===== config.mk =====
export PLATFORM = sky130hd
export DESIGN_NAME = rx_thresh_fifo
export DESIGN_NICKNAME = d
export VERILOG_FILES = /design/src/rtl/rxf_pkg.sv /design/src/rtl/rxf_store.sv /design/src/rtl/rxf_flag.sv /design/src/rtl/rx_thresh_fifo.sv
export SDC_FILE = /design/constraint.sdc
export NUM_CORES = 1
export LEC_CHECK = 0
export CAP_MARGIN = 25
export CORE_MARGIN = 2
export CORE_UTILIZATION = 52
export CTS_CLUSTER_DIAMETER = 60
export DETAILED_ROUTE_END_ITERATION = 10
export PLACE_DENSITY = 0.75
export SLEW_MARGIN = 30
export SYNTH_ARGS = -nofsm -noshare
export SYNTH_HDL_FRONTEND = slang
export SYNTH_HIERARCHICAL = 1
export SYNTH_SLANG_ARGS = --single-unit

===== constraint.sdc =====
create_clock -name clk_i -period 2.8 [get_ports clk_i]
set_clock_uncertainty 0.05 [all_clocks]
set_input_delay 0.42 -clock clk_i [delete_from_list [all_inputs] [get_ports clk_i]]
set_output_delay 0.42 -clock clk_i [all_outputs]
set_load 0.005 [all_outputs]

===== src/rtl/rxf_pkg.sv =====
package rxf_pkg;
  function automatic int unsigned trig_level(input logic [1:0] sel);
    case (sel)
      2'd0: return 1;
      2'd1: return 2;
      2'd2: return 4;
      default: return 6;
    endcase
  endfunction
endpackage


===== src/rtl/rxf_store.sv =====
module rxf_store #(
  parameter int unsigned DEPTH = 8,
  parameter int unsigned DW    = 16,
  parameter int unsigned CW    = $clog2(DEPTH + 1)
) (
  input  logic          clk_i,
  input  logic          rst_ni,
  input  logic          push_i,
  input  logic [DW-1:0] din_i,
  input  logic          pop_i,
  input  logic          clr_i,
  output logic [DW-1:0] dout_o,
  output logic [CW-1:0] count_o,
  output logic          ovf_o
);
  localparam int unsigned AW = (DEPTH > 1) ? $clog2(DEPTH) : 1;
  localparam bit POW2 = (DEPTH == (1 << AW));

  logic [DW-1:0] mem_q [DEPTH];
  logic [AW-1:0] wr_ptr_q, rd_ptr_q, wr_ptr_nx, rd_ptr_nx;
  logic [CW-1:0] count_q;
  logic          ovf_q, full, empty, do_push, do_pop;

  assign full    = (count_q == CW'(DEPTH));
  assign empty   = (count_q == '0);
  assign do_push = push_i & ~full;
  assign do_pop  = pop_i & ~empty;

  generate
    if (POW2) begin : g_wrap_nat
      assign wr_ptr_nx = wr_ptr_q + 1'b1;
      assign rd_ptr_nx = rd_ptr_q + 1'b1;
    end else begin : g_wrap_cmp
      assign wr_ptr_nx = (wr_ptr_q == AW'(DEPTH - 1)) ? '0 : wr_ptr_q + 1'b1;
      assign rd_ptr_nx = (rd_ptr_q == AW'(DEPTH - 1)) ? '0 : rd_ptr_q + 1'b1;
    end
  endgenerate

  always_ff @(posedge clk_i or negedge rst_ni) begin
    if (!rst_ni) begin
      wr_ptr_q <= '0;
      rd_ptr_q <= '0;
      count_q  <= '0;
      ovf_q    <= 1'b0;
    end else if (clr_i) begin
      wr_ptr_q <= '0;
      rd_ptr_q <= '0;
      count_q  <= '0;
      ovf_q    <= 1'b0;
    end else begin
      if (do_push) wr_ptr_q <= wr_ptr_nx;
      if (do_pop)  rd_ptr_q <= rd_ptr_nx;
      case ({do_push, do_pop})
        2'b10:   count_q <= count_q + 1'b1;
        2'b01:   count_q <= count_q - 1'b1;
        default: count_q <= count_q;
      endcase
      if (push_i && full) ovf_q <= 1'b1;
    end
  end

  // data array carries no reset
  always_ff @(posedge clk_i) begin
    if (do_push && !clr_i) mem_q[wr_ptr_q] <= din_i;
  end

  assign dout_o  = mem_q[rd_ptr_q];
  assign count_o = count_q;
  assign ovf_o   = ovf_q;
endmodule


===== src/rtl/rxf_flag.sv =====
module rxf_flag #(
  parameter int unsigned CW = 4
) (
  input  logic          clk_i,
  input  logic          rst_ni,
  input  logic [CW-1:0] count_i,
  input  logic [1:0]    trig_sel_i,
  input  logic          wr_i,
  input  logic          wdata_i,
  output logic          flag_o
);
  logic [CW:0] level;
  logic        at_lvl, clr_ok, flag_q;

  assign level  = (CW+1)'(rxf_pkg::trig_level(trig_sel_i));
  assign at_lvl = ({1'b0, count_i} >= level);
  // zero-write only lands once occupancy is under the threshold
  assign clr_ok = wr_i & ~wdata_i & ~at_lvl;

  always_ff @(posedge clk_i or negedge rst_ni) begin
    if (!rst_ni) flag_q <= 1'b0;
    else         flag_q <= at_lvl | (flag_q & ~clr_ok);
  end

  assign flag_o = flag_q;
endmodule


===== src/rtl/rx_thresh_fifo.sv =====
module rx_thresh_fifo #(
  parameter int unsigned DEPTH = 8,
  parameter int unsigned DW    = 16,
  parameter int unsigned CW    = $clog2(DEPTH + 1)
) (
  input  logic          clk_i,
  input  logic          rst_ni,
  input  logic          wr_valid_i,
  input  logic [DW-1:0] wr_data_i,
  input  logic          rd_strobe_i,
  output logic [DW-1:0] rd_data_o,
  input  logic [1:0]    trig_sel_i,
  input  logic          fifo_clr_i,
  input  logic          flag_wr_i,
  input  logic          flag_wdata_i,
  output logic          ready_o,
  output logic          req_o,
  output logic [CW-1:0] count_o,
  output logic          overflow_o
);
  logic [CW-1:0] count;
  logic          flag;

  rxf_store #(.DEPTH(DEPTH), .DW(DW), .CW(CW)) i_store (
    .clk_i   (clk_i),
    .rst_ni  (rst_ni),
    .push_i  (wr_valid_i),
    .din_i   (wr_data_i),
    .pop_i   (rd_strobe_i),
    .clr_i   (fifo_clr_i),
    .dout_o  (rd_data_o),
    .count_o (count),
    .ovf_o   (overflow_o)
  );

  rxf_flag #(.CW(CW)) i_flag (
    .clk_i      (clk_i),
    .rst_ni     (rst_ni),
    .count_i    (count),
    .trig_sel_i (trig_sel_i),
    .wr_i       (flag_wr_i),
    .wdata_i    (flag_wdata_i),
    .flag_o     (flag)
  );

  assign count_o = count;
  assign ready_o = flag;
  assign req_o   = flag;
endmodule


==> flow_metrics.env, run 1 <==
export IMPL_drive_gt1_share_pct=29.3
export IMPL_synthArstFlopShare_pct=8.57
export IMPL_cts_made_buffers=17
export IMPL_slew_headroom_pct=59.7
export IMPL_nNetsFinal=387
export IMPL_crit_path_end_kind="output port"
export IMPL_yosysUniqueCellTypes=36
export IMPL_gp_congestion=0.715
export IMPL_placedCellCount=473
export IMPL_clk_path_buf_depth=2
export IMPL_synth_edf_count=128
export IMPL_crit_type="flip-flop to output port"
export IMPL_peakVddDrop_uv=533
export IMPL_cp_start_kind="flip-flop"
export IMPL_grt_usage_pct=19.4
export IMPL_postLayoutCoreUtil_pct=66.0
export IMPL_grt_ovfl_total=0
export IMPL_yosysWarningCount=6
export IMPL_syn_inst=285
export IMPL_synth_seq_area_share_pct=72.9
export IMPL_instances_no_fill=508
export IMPL_placed_area_um2=6460
export IMPL_cts_clk_slew_worst_paths_ps=70
export IMPL_io_pins=48
export IMPL_crit_cells=4
export IMPL_place_hpwl_mm=6.04
export IMPL_fin_tns_setup_ps=0
export IMPL_netlist_area_um2=5690
export IMPL_die_w_um=109
export IMPL_rsz0062_at_grt="false"
export IMPL_viasPerCell=5.66
export IMPL_final_area_um2=7090
export IMPL_die_area_um2=11800
export IMPL_first_pass_iters=5
export IMPL_hold_slack_ps=218
export IMPL_num_antenna_cells=0
export IMPL_grt_max_degree=23
export IMPL_cp_slowest_stage_delay_ps=530
export IMPL_crit_buf_inv=2
export IMPL_area_delta_synth_final_pct=24.6
export IMPL_cts_root_buf="clkbuf_8"
export IMPL_drv_slew=0
export IMPL_rr_worst_depth=8
export IMPL_cts_sinks=140
export IMPL_rows=38
export IMPL_p_seq_share_pct=40.8
export IMPL_grt_pass1_vias=2994
export IMPL_comb_power_share_pct=23.4
export IMPL_pwr_share_clk_pct=35.8
export IMPL_p_int_mw=4.45
export IMPL_netlist_top_cell_by_area="edfxtp_1"
export IMPL_synth_top_area_share_pct=67.6
export IMPL_crit_chain="buf_12, mux4_2, mux2_4, dlygate4sd2_1"
export IMPL_final_hold_viol_count=0
export IMPL_grt_pass1_wl_mm=16.2
export IMPL_wl_mm=10.6
export IMPL_period_needed_ps=2720
export IMPL_required_ps=2330
export IMPL_crit_fanout=22
export IMPL_power_mw=6.08
export IMPL_drc_errors=0
export IMPL_ant_nets=0
export IMPL_synth_main_ff_cell="edfxtp_1"
export IMPL_drv_cap=0
export IMPL_core_um2=10700
export IMPL_die_y_um=109
export IMPL_clock_latency_ps=530
export IMPL_start_util_pct=52.9
export IMPL_cts_tree="yes"
export IMPL_antenna_found_initial=0
export IMPL_wl_per_cell_um=20.8
export IMPL_h_tree_depth=4
export IMPL_avgSynthCellArea_um2=20.0
export IMPL_num_vias=2874
export IMPL_cellPowerDensity_nw_per_um2=857
export IMPL_synth_commonest_cells="edfxtp_1, mux4_2, nor2_1"
export IMPL_worst_pin_slew_ps=603
export IMPL_synth_seq_cells=140
export IMPL_critPathTopFamily="multiplexers"
export IMPL_port_buffers=47
export IMPL_synth_area_leaders="edfxtp_1, mux4_2, dfrtp_1, mux2_2, ha_1"
export IMPL_syn_nets=317
export IMPL_swShare_pct=26.8
export IMPL_setup_viol=0
export IMPL_leakage_nw=2.42
export IMPL_drtIter0Drc=204
export IMPL_fillers=741
export IMPL_switchingPower_mw=1.63
export IMPL_dp_slack_ps=174
export IMPL_fin_ws_ps=81.9
export IMPL_min_path_type="input port to asynchronous set/reset pin"
export IMPL_yosysMostFrequentCell="edfxtp_1"
export IMPL_finalCritPeriodShare_pct=97.1
export IMPL_crit_arrival_ps=2250
export IMPL_max_freq_mhz=368
export IMPL_slowest_stage="mux4_2"
export IMPL_status="finished clean"
## what timing repair did
| action | CTS | global route |
|---|---|---|
| gates resized for setup | 16 | 8 |
| hold buffers | 0 | 0 |
| setup buffers | 0 | 3 |
| endpoints found under the setup margin | 16 | 5 |
## path summary, 6_finish.rpt
kind	slack, ps	end	from
min in group clk_i	450	i_store/ovf_o$_DFFE_PN0P_	i_store/ovf_o$_DFFE_PN0P_
worst max register to register	420	i_store/count_o[3]$_DFFE_PN0P_	i_store/count_o[2]$_DFFE_PN0P_
max in group asynchronous	2050	i_store/rd_ptr_q[0]$_DFFE_PN0P_	rst_ni
worst max-delay path	80	rd_data_o[7]	i_store/rd_ptr_q[0]$_DFFE_PN0P_
worst min-delay path	220	i_store/wr_ptr_q[0]$_DFFE_PN0P_	rst_ni
worst min register to register	450	i_store/ovf_o$_DFFE_PN0P_	i_store/ovf_o$_DFFE_PN0P_
## logic make-up (layout without fill, tap and decap cells)
logic type                 count (synthesis)  in the layout  share of synthesized area, %
AOI/OAI and AO/OA                         14             14                          2.11
xor gates and xnor gates                   6              6                         0.924
adders and majority gates                  7              7                          1.54
DFF                                      140            140                          72.9
and+or+nand+nor                           45             45                          4.16
buffers and inverters                     21            104                          1.87
muxes                                     52             52                          16.5
## power groups by stage
stage / Combinational (mW) / Clock [mW] / Sequential (mW)
2_1_floorplan: 0.930 / 0 / 2.49
3_3_place_gp: 1.41 / 0 / 2.51
3_5_place_dp: 1.44 / 0 / 2.52
4_1_cts: 1.41 / 2.21 / 2.48
5_1_grt: 1.55 / 2.29 / 2.49
6_report: 1.42 / 2.17 / 2.48
## state kept, by name, indices dropped and copies added, names as in the netlist
signal / count
i_store/mem_q: 128
i_store/count_o: 4
i_store/wr_ptr_q: 3
i_store/ovf_o: 1
i_store/rd_ptr_q: 3
i_flag/flag_o: 1
## layer usage
metal  wire length (um)  track usage [%]  part of all wire, %  vias up
li1                   -                -                    -     1293
met5                  0                0                    0        -
met2               5390             31.2                   51       77
met3                417             4.58                  3.9       14
met1               4600             25.9                   43     1490
met4                171             7.69                  1.6        0
## area by class of cell
class / count / area, um^2 / share of cell area, %
inverter: 5 / 18.8 / 0.265
multi-input combinational: 124 / 1460 / 20.5
sequential: 140 / 4150 / 58.5
timing repair buffer: 67 / 708 / 9.99
clock inverter: 15 / 171 / 2.42
clock buffer: 17 / 414 / 5.84
tap: 140 / 175 / 2.47
## layout by cell type, fill, tap and decap left out, types with 5 or more instances in the layout
cell type and instances:
clkdlybuf4s50_1 31, inv_8 5, ha_1 7, mux2_2 14
dlygate4sd2_1 12, buf_12 7, edfxtp_1 128, mux4_2 32
dfrtp_1 11, nor2_1 18, clkbuf_16 16, buf_4 11
Power figures use the tool's default switching activity.
==> run 2: changes to the inputs <==
- PLACE_DENSITY: 0.75 -> 0.76
==> run 2 against run 1 <==
  * Final cell count is 3.3% higher
  * Critical path depth is 1 higher
  * First-iteration DRC count is 32% higher
  * Flip-flop and latch count stayed put
  * Non-clock buffer count is 18 higher
  * Clock power is 7% lower
  * Highest routed layer unchanged
  * Die area stayed put
  * Final area is 0.92% higher
  * Power is 1.1% higher
  * Fmax is 1.2% lower
  * Sequential share of layout area is 0.53 points lower
==> flow_metrics.env, run 2 (synthesis gave the netlist of run 1 again) <==
export IMPL_antenna_found_initial=0
export IMPL_p_int_mw=4.61
export IMPL_cts_hold_buffers=0
export IMPL_cts_sinks=140
export IMPL_nNetsFinal=405
export IMPL_io_pins=48
export IMPL_grt_pass1_vias=3046
export IMPL_min_path_type="input port to asynchronous set/reset pin"
export IMPL_viasPerCell=5.67
export IMPL_swShare_pct=24.9
export IMPL_layout_commonest_cell="edfxtp_1"
export IMPL_regMostFlops="i_store/mem_q"
export IMPL_core_um2=10700
export IMPL_fillers=697
export IMPL_worst_pin_slew_ps=556
export IMPL_r2r_setup_slack_ps=430
export IMPL_fin_tns_setup_ps=0
export IMPL_cellPowerDensity_nw_per_um2=859
export IMPL_drtIter0Drc=270
export IMPL_final_cell_mix="edfxtp_1, mux4_2, clkdlybuf4s50_1"
export IMPL_first_pass_iters=4
export IMPL_finalCritPeriodShare_pct=98.3
export IMPL_clock_latency_ps=530
export IMPL_seq_area_um2=4150
export IMPL_cts_clk_slew_worst_paths_ps=60
export IMPL_period_needed_ps=2750
export IMPL_largest_reg_flops=128
export IMPL_startpoint="i_store/rd_ptr_q[0]$_DFFE_PN0P_"
export IMPL_gp_congestion=0.716
export IMPL_rsz0062_at_grt="true"
export IMPL_r2r_start="i_store/count_o[0]$_DFFE_PN0P_"
export IMPL_grt_pass1_wl_mm=17.5
export IMPL_drc_errors=0
export IMPL_drv_slew=0
export IMPL_cts_made_buffers=17
export IMPL_area_delta_synth_final_pct=25.8
export IMPL_grt_max_degree=23
export IMPL_wl_per_cell_um=21.2
export IMPL_cp_start_kind="flip-flop"
export IMPL_cts_tree="yes"
export IMPL_peakVddDrop_uv=409
export IMPL_die_w_um=109
export IMPL_grt_ovfl_total=0
export IMPL_crit_fanout=7
export IMPL_h_tree_depth=4
export IMPL_crit_arrival_ps=2280
export IMPL_fin_ws_ps=48.6
export IMPL_drv_cap=0
export IMPL_wl_mm=11.1
export IMPL_rows=38
export IMPL_num_vias=2979
export IMPL_num_antenna_cells=0
export IMPL_status="finished clean"
export IMPL_p_seq_share_pct=40.7
export IMPL_placedCellCount=479
export IMPL_rr_endpoint="i_store/count_o[3]$_DFFE_PN0P_"
export IMPL_place_hpwl_mm=6.50
export IMPL_ant_nets=0
export IMPL_clk_path_buf_depth=2
export IMPL_pwr_share_clk_pct=32.8
export IMPL_required_ps=2330
export IMPL_rr_worst_depth=8
export IMPL_final_hold_viol_count=0
export IMPL_cts_root_buf="clkbuf_8"
export IMPL_crit_type="flip-flop to output port"
export IMPL_comb_power_share_pct=26.5
export IMPL_grt_usage_pct=21.0
export IMPL_instances_no_fill=525
export IMPL_port_buffers=47
export IMPL_slew_headroom_pct=62.8
export IMPL_max_freq_mhz=363
export IMPL_start_util_pct=52.9
export IMPL_dp_slack_ps=219
export IMPL_leakage_nw=2.49
export IMPL_drive_gt1_share_pct=33.8
export IMPL_switchingPower_mw=1.53
export IMPL_die_y_um=109
export IMPL_crit_path_end_kind="output port"
export IMPL_die_area_um2=11800
export IMPL_multi_input_area_um2=1470
export IMPL_setup_viol=0
==> run 2: cell types whose count changed in the layout (fill, tap and decap cells not counted), moves of 6 or more <==
cell / change
clkbuf_2: +7
dlygate4sd2_1: -9
clkinv_1: +6
buf_4: +16
==> run 2: layout make-up <==
type	instances	area share, %
sequential	140	58.0
timing repair buffer	85	11.4
inverter	5	0.262
clock buffer	18	5.84
multi-input combinational	124	20.6
tap	140	2.45
clock inverter	13	1.50
==> run 2: worst max path at each step <==
stage,depth (start not counted),to,slack [ps]
3_3_place_gp,9,i_store/count_o[3]$_DFFE_PN0P_,340
3_5_place_dp,9,i_store/count_o[3]$_DFFE_PN0P_,220
4_1_cts,6,rd_data_o[14],-40
5_1_grt,5,rd_data_o[10],-20
6_report,5,rd_data_o[10],50
2_1_floorplan,4,i_store/mem_q[1][0]$_DFFE_PP_,270
==> run 2: per-layer routing <==
metal	GRT usage, %	vias up	routed length [um]
met2	34.2	70	5810
met4	6.59	0	129
met5	0	-	0
li1	-	1336	-
met1	27.6	1563	4580
met3	6.09	10	577
==> run 2: repair_timing <==
item | in CTS | in global routing
gates cloned | 3 | 0
gates resized for setup | 49 | 15
endpoints found under the setup margin | 16 | 14
buffers inserted | 9 | 4
==> run 2: power groups by stage <==
stage,combinational [mW],clock [mW],sequential [mW]
after detailed placement,1.40,0,2.54
after CTS,1.64,2.04,2.50
final,1.63,2.01,2.50
after global routing,1.77,2.13,2.52
after global placement,1.38,0,2.53
after floorplan,0.930,0,2.49
==> run 2: per-stage QoR <==
stage	instance area, um^2	util (%)	hold slack [ps]	power, mW
final	7150	66.6	201	6.14
after global routing	7150	66.6	245	6.43
after CTS	7160	66.6	201	6.17
after detailed placement	6450	60.1	488	3.94
after global placement	6450	60.1	450	3.90
after floorplan	5690	-	74.4	3.42
==> run 2: critical path, stage by stage (launching register included) <==
cell and delay, ps:
dfrtp_2 410, buf_4 140, buf_12 120, mux4_2 520, mux2_2 290, dlygate4sd2_1 260
==> run 3: changes to the inputs <==
- CORE_MARGIN: 2 -> default
- CORE_UTILIZATION: 52 -> 60
- CTS_CLUSTER_SIZE: default -> 28
- PLACE_DENSITY: 0.76 -> 0.82
- clock period: 2.8 -> 3.3 ns (I/O delays scaled with it)
==> run 3 against run 2 <==
  * Non-clock buffer count down 21
  * Register-to-register slack gained 470 ps
  * Hold slack improved by 110 ps
  * Die area decreased by 16%
  * Worst setup slack gained 87 ps
  * Critical path type unchanged
  * Highest routed layer unchanged
==> flow_metrics.env, run 3 (synthesis gave the netlist of run 1 again) <==
export IMPL_status="finished clean"
export IMPL_crit_path_end_kind="output port"
export IMPL_cts_made_buffers=17
export IMPL_final_hold_viol_count=0
export IMPL_wl_per_cell_um=22.9
export IMPL_wl_mm=10.9
export IMPL_crit_fanout=15
export IMPL_grt_pass1_vias=3089
export IMPL_gp_congestion=0.784
export IMPL_instances_no_fill=476
export IMPL_power_mw=5.08
export IMPL_cts_root_buf="clkbuf_8"
export IMPL_leakage_nw=2.33
export IMPL_slew_headroom_pct=58.0
export IMPL_placed_area_um2=6390
export IMPL_cts_resized=1
export IMPL_viasPerCell=6.17
export IMPL_rr_endpoint="i_store/count_o[3]$_DFFE_PN0P_"
export IMPL_antenna_found_initial=0
export IMPL_layout_commonest_cell="edfxtp_1"
export IMPL_fin_tns_setup_ps=0
export IMPL_peakVddDrop_uv=379
export IMPL_drtIter0Drc=167
export IMPL_die_y_um=99.4
export IMPL_grt_max_degree=27
export IMPL_rsz0062_at_grt="false"
export IMPL_die_area_um2=9870
export IMPL_grt_ovfl_total=0
export IMPL_drv_cap=0
export IMPL_core_um2=9200
export IMPL_switchingPower_mw=1.39
export IMPL_p_seq_share_pct=42.9
export IMPL_cellPowerDensity_nw_per_um2=732
export IMPL_cts_tree="yes"
export IMPL_cts_sinks=140
export IMPL_cts_hold_buffers=0
export IMPL_ant_nets=0
export IMPL_max_freq_mhz=316
export IMPL_worst_pin_slew_ps=628
export IMPL_crit_type="flip-flop to output port"
export IMPL_num_vias=2937
export IMPL_regMostFlops="i_store/mem_q"
export IMPL_finalCritPeriodShare_pct=95.9
export IMPL_placedCellCount=444
export IMPL_h_tree_depth=4
export IMPL_start_util_pct=61.9
export IMPL_cts_clk_slew_worst_paths_ps=70
export IMPL_comb_power_share_pct=22.5
export IMPL_r2r_start="i_store/count_o[1]$_DFFE_PN0P_"
export IMPL_final_area_um2=6950
export IMPL_first_pass_iters=4
export IMPL_port_buffers=47
export IMPL_swShare_pct=27.3
export IMPL_pwr_share_clk_pct=34.7
export IMPL_rows=35
export IMPL_num_antenna_cells=0
export IMPL_grt_usage_pct=24.5
export IMPL_io_pins=48
export IMPL_p_int_mw=3.70
export IMPL_drc_errors=0
export IMPL_setup_viol=0
export IMPL_min_path_type="input port to asynchronous set/reset pin"
export IMPL_crit_arrival_ps=2620
export IMPL_area_delta_synth_final_pct=22.1
export IMPL_post_cts_buffers=0
export IMPL_grt_pass1_wl_mm=17.0
export IMPL_period_needed_ps=3160
export IMPL_fin_ws_ps=136
export IMPL_dp_slack_ps=567
export IMPL_die_w_um=99.4
export IMPL_required_ps=2750
export IMPL_drive_gt1_share_pct=28.8
export IMPL_clock_latency_ps=520
export IMPL_clk_path_buf_depth=2
export IMPL_drv_slew=0
export IMPL_nNetsFinal=384
export IMPL_r2r_setup_slack_ps=900
export IMPL_largest_reg_flops=128
export IMPL_place_hpwl_mm=6.30
export IMPL_final_cell_mix="edfxtp_1, clkdlybuf4s50_1, mux4_2"
export IMPL_cp_start_kind="flip-flop"
export IMPL_rr_worst_depth=8
[run 3: layer usage]
metal / global-route usage [%] / up-vias / part of all wire, %
li1: - / 1299 / -
met1: 31.1 / 1511 / 41
met2: 40.0 / 99 / 52
met3: 6.82 / 28 / 4.3
met4: 11.1 / 0 / 2.5
met5: 0 / - / 0
[run 3: how the worst max path moves through the flow]
| stage | to | slack (ps) | startpoint |
|---|---|---|---|
| global route | rd_data_o[0] | 20 | i_store/rd_ptr_q[0]$_DFFE_PN0P_ |
| CTS | rd_data_o[1] | 100 | i_store/rd_ptr_q[0]$_DFFE_PN0P_ |
| finish | rd_data_o[6] | 140 | i_store/rd_ptr_q[0]$_DFFE_PN0P_ |
| global placement | rd_data_o[11] | 600 | i_store/rd_ptr_q[0]$_DFFE_PN0P_ |
| detailed placement | rd_data_o[1] | 570 | i_store/rd_ptr_q[0]$_DFFE_PN0P_ |
| floorplan | i_store/mem_q[0][0]$_DFFE_PP_ | 490 | i_store/count_o[3]$_DFFE_PN0P_ |
[run 3: stage by stage]
step	hold WS (ps)	utilization (%)
6_report	307	75.5
5_1_grt	322	75.5
4_1_cts	294	75.5
3_5_place_dp	452	69.4
3_3_place_gp	429	69.4
2_1_floorplan	149	-
[run 3: critical path, cell delays in order (launching register included)]
cell             delay [ps]
dfrtp_4                 640
buf_12                  200
mux4_2                  510
mux2_2                  290
clkdlybuf4s50_1         450
[run 3: power by group through the flow]
stage | clock network [mW] | registers (mW) | logic (mW)
2_1_floorplan | 0 | 2.11 | 0.789
3_3_place_gp | 0 | 2.20 | 1.09
3_5_place_dp | 0 | 2.21 | 1.13
4_1_cts | 1.79 | 2.18 | 1.15
5_1_grt | 1.87 | 2.20 | 1.22
6_report | 1.76 | 2.18 | 1.14
[run 3: layout make-up]
cell class | instances | area (um^2)
Fill cell | 522 | 2250
Clock inverter | 15 | 143
Timing Repair Buffer | 64 | 636
Inverter | 5 | 18.8
Multi-Input combinational cell | 124 | 1450
Sequential cell | 140 | 4150
Clock buffer | 17 | 414
Tap cell | 111 | 139
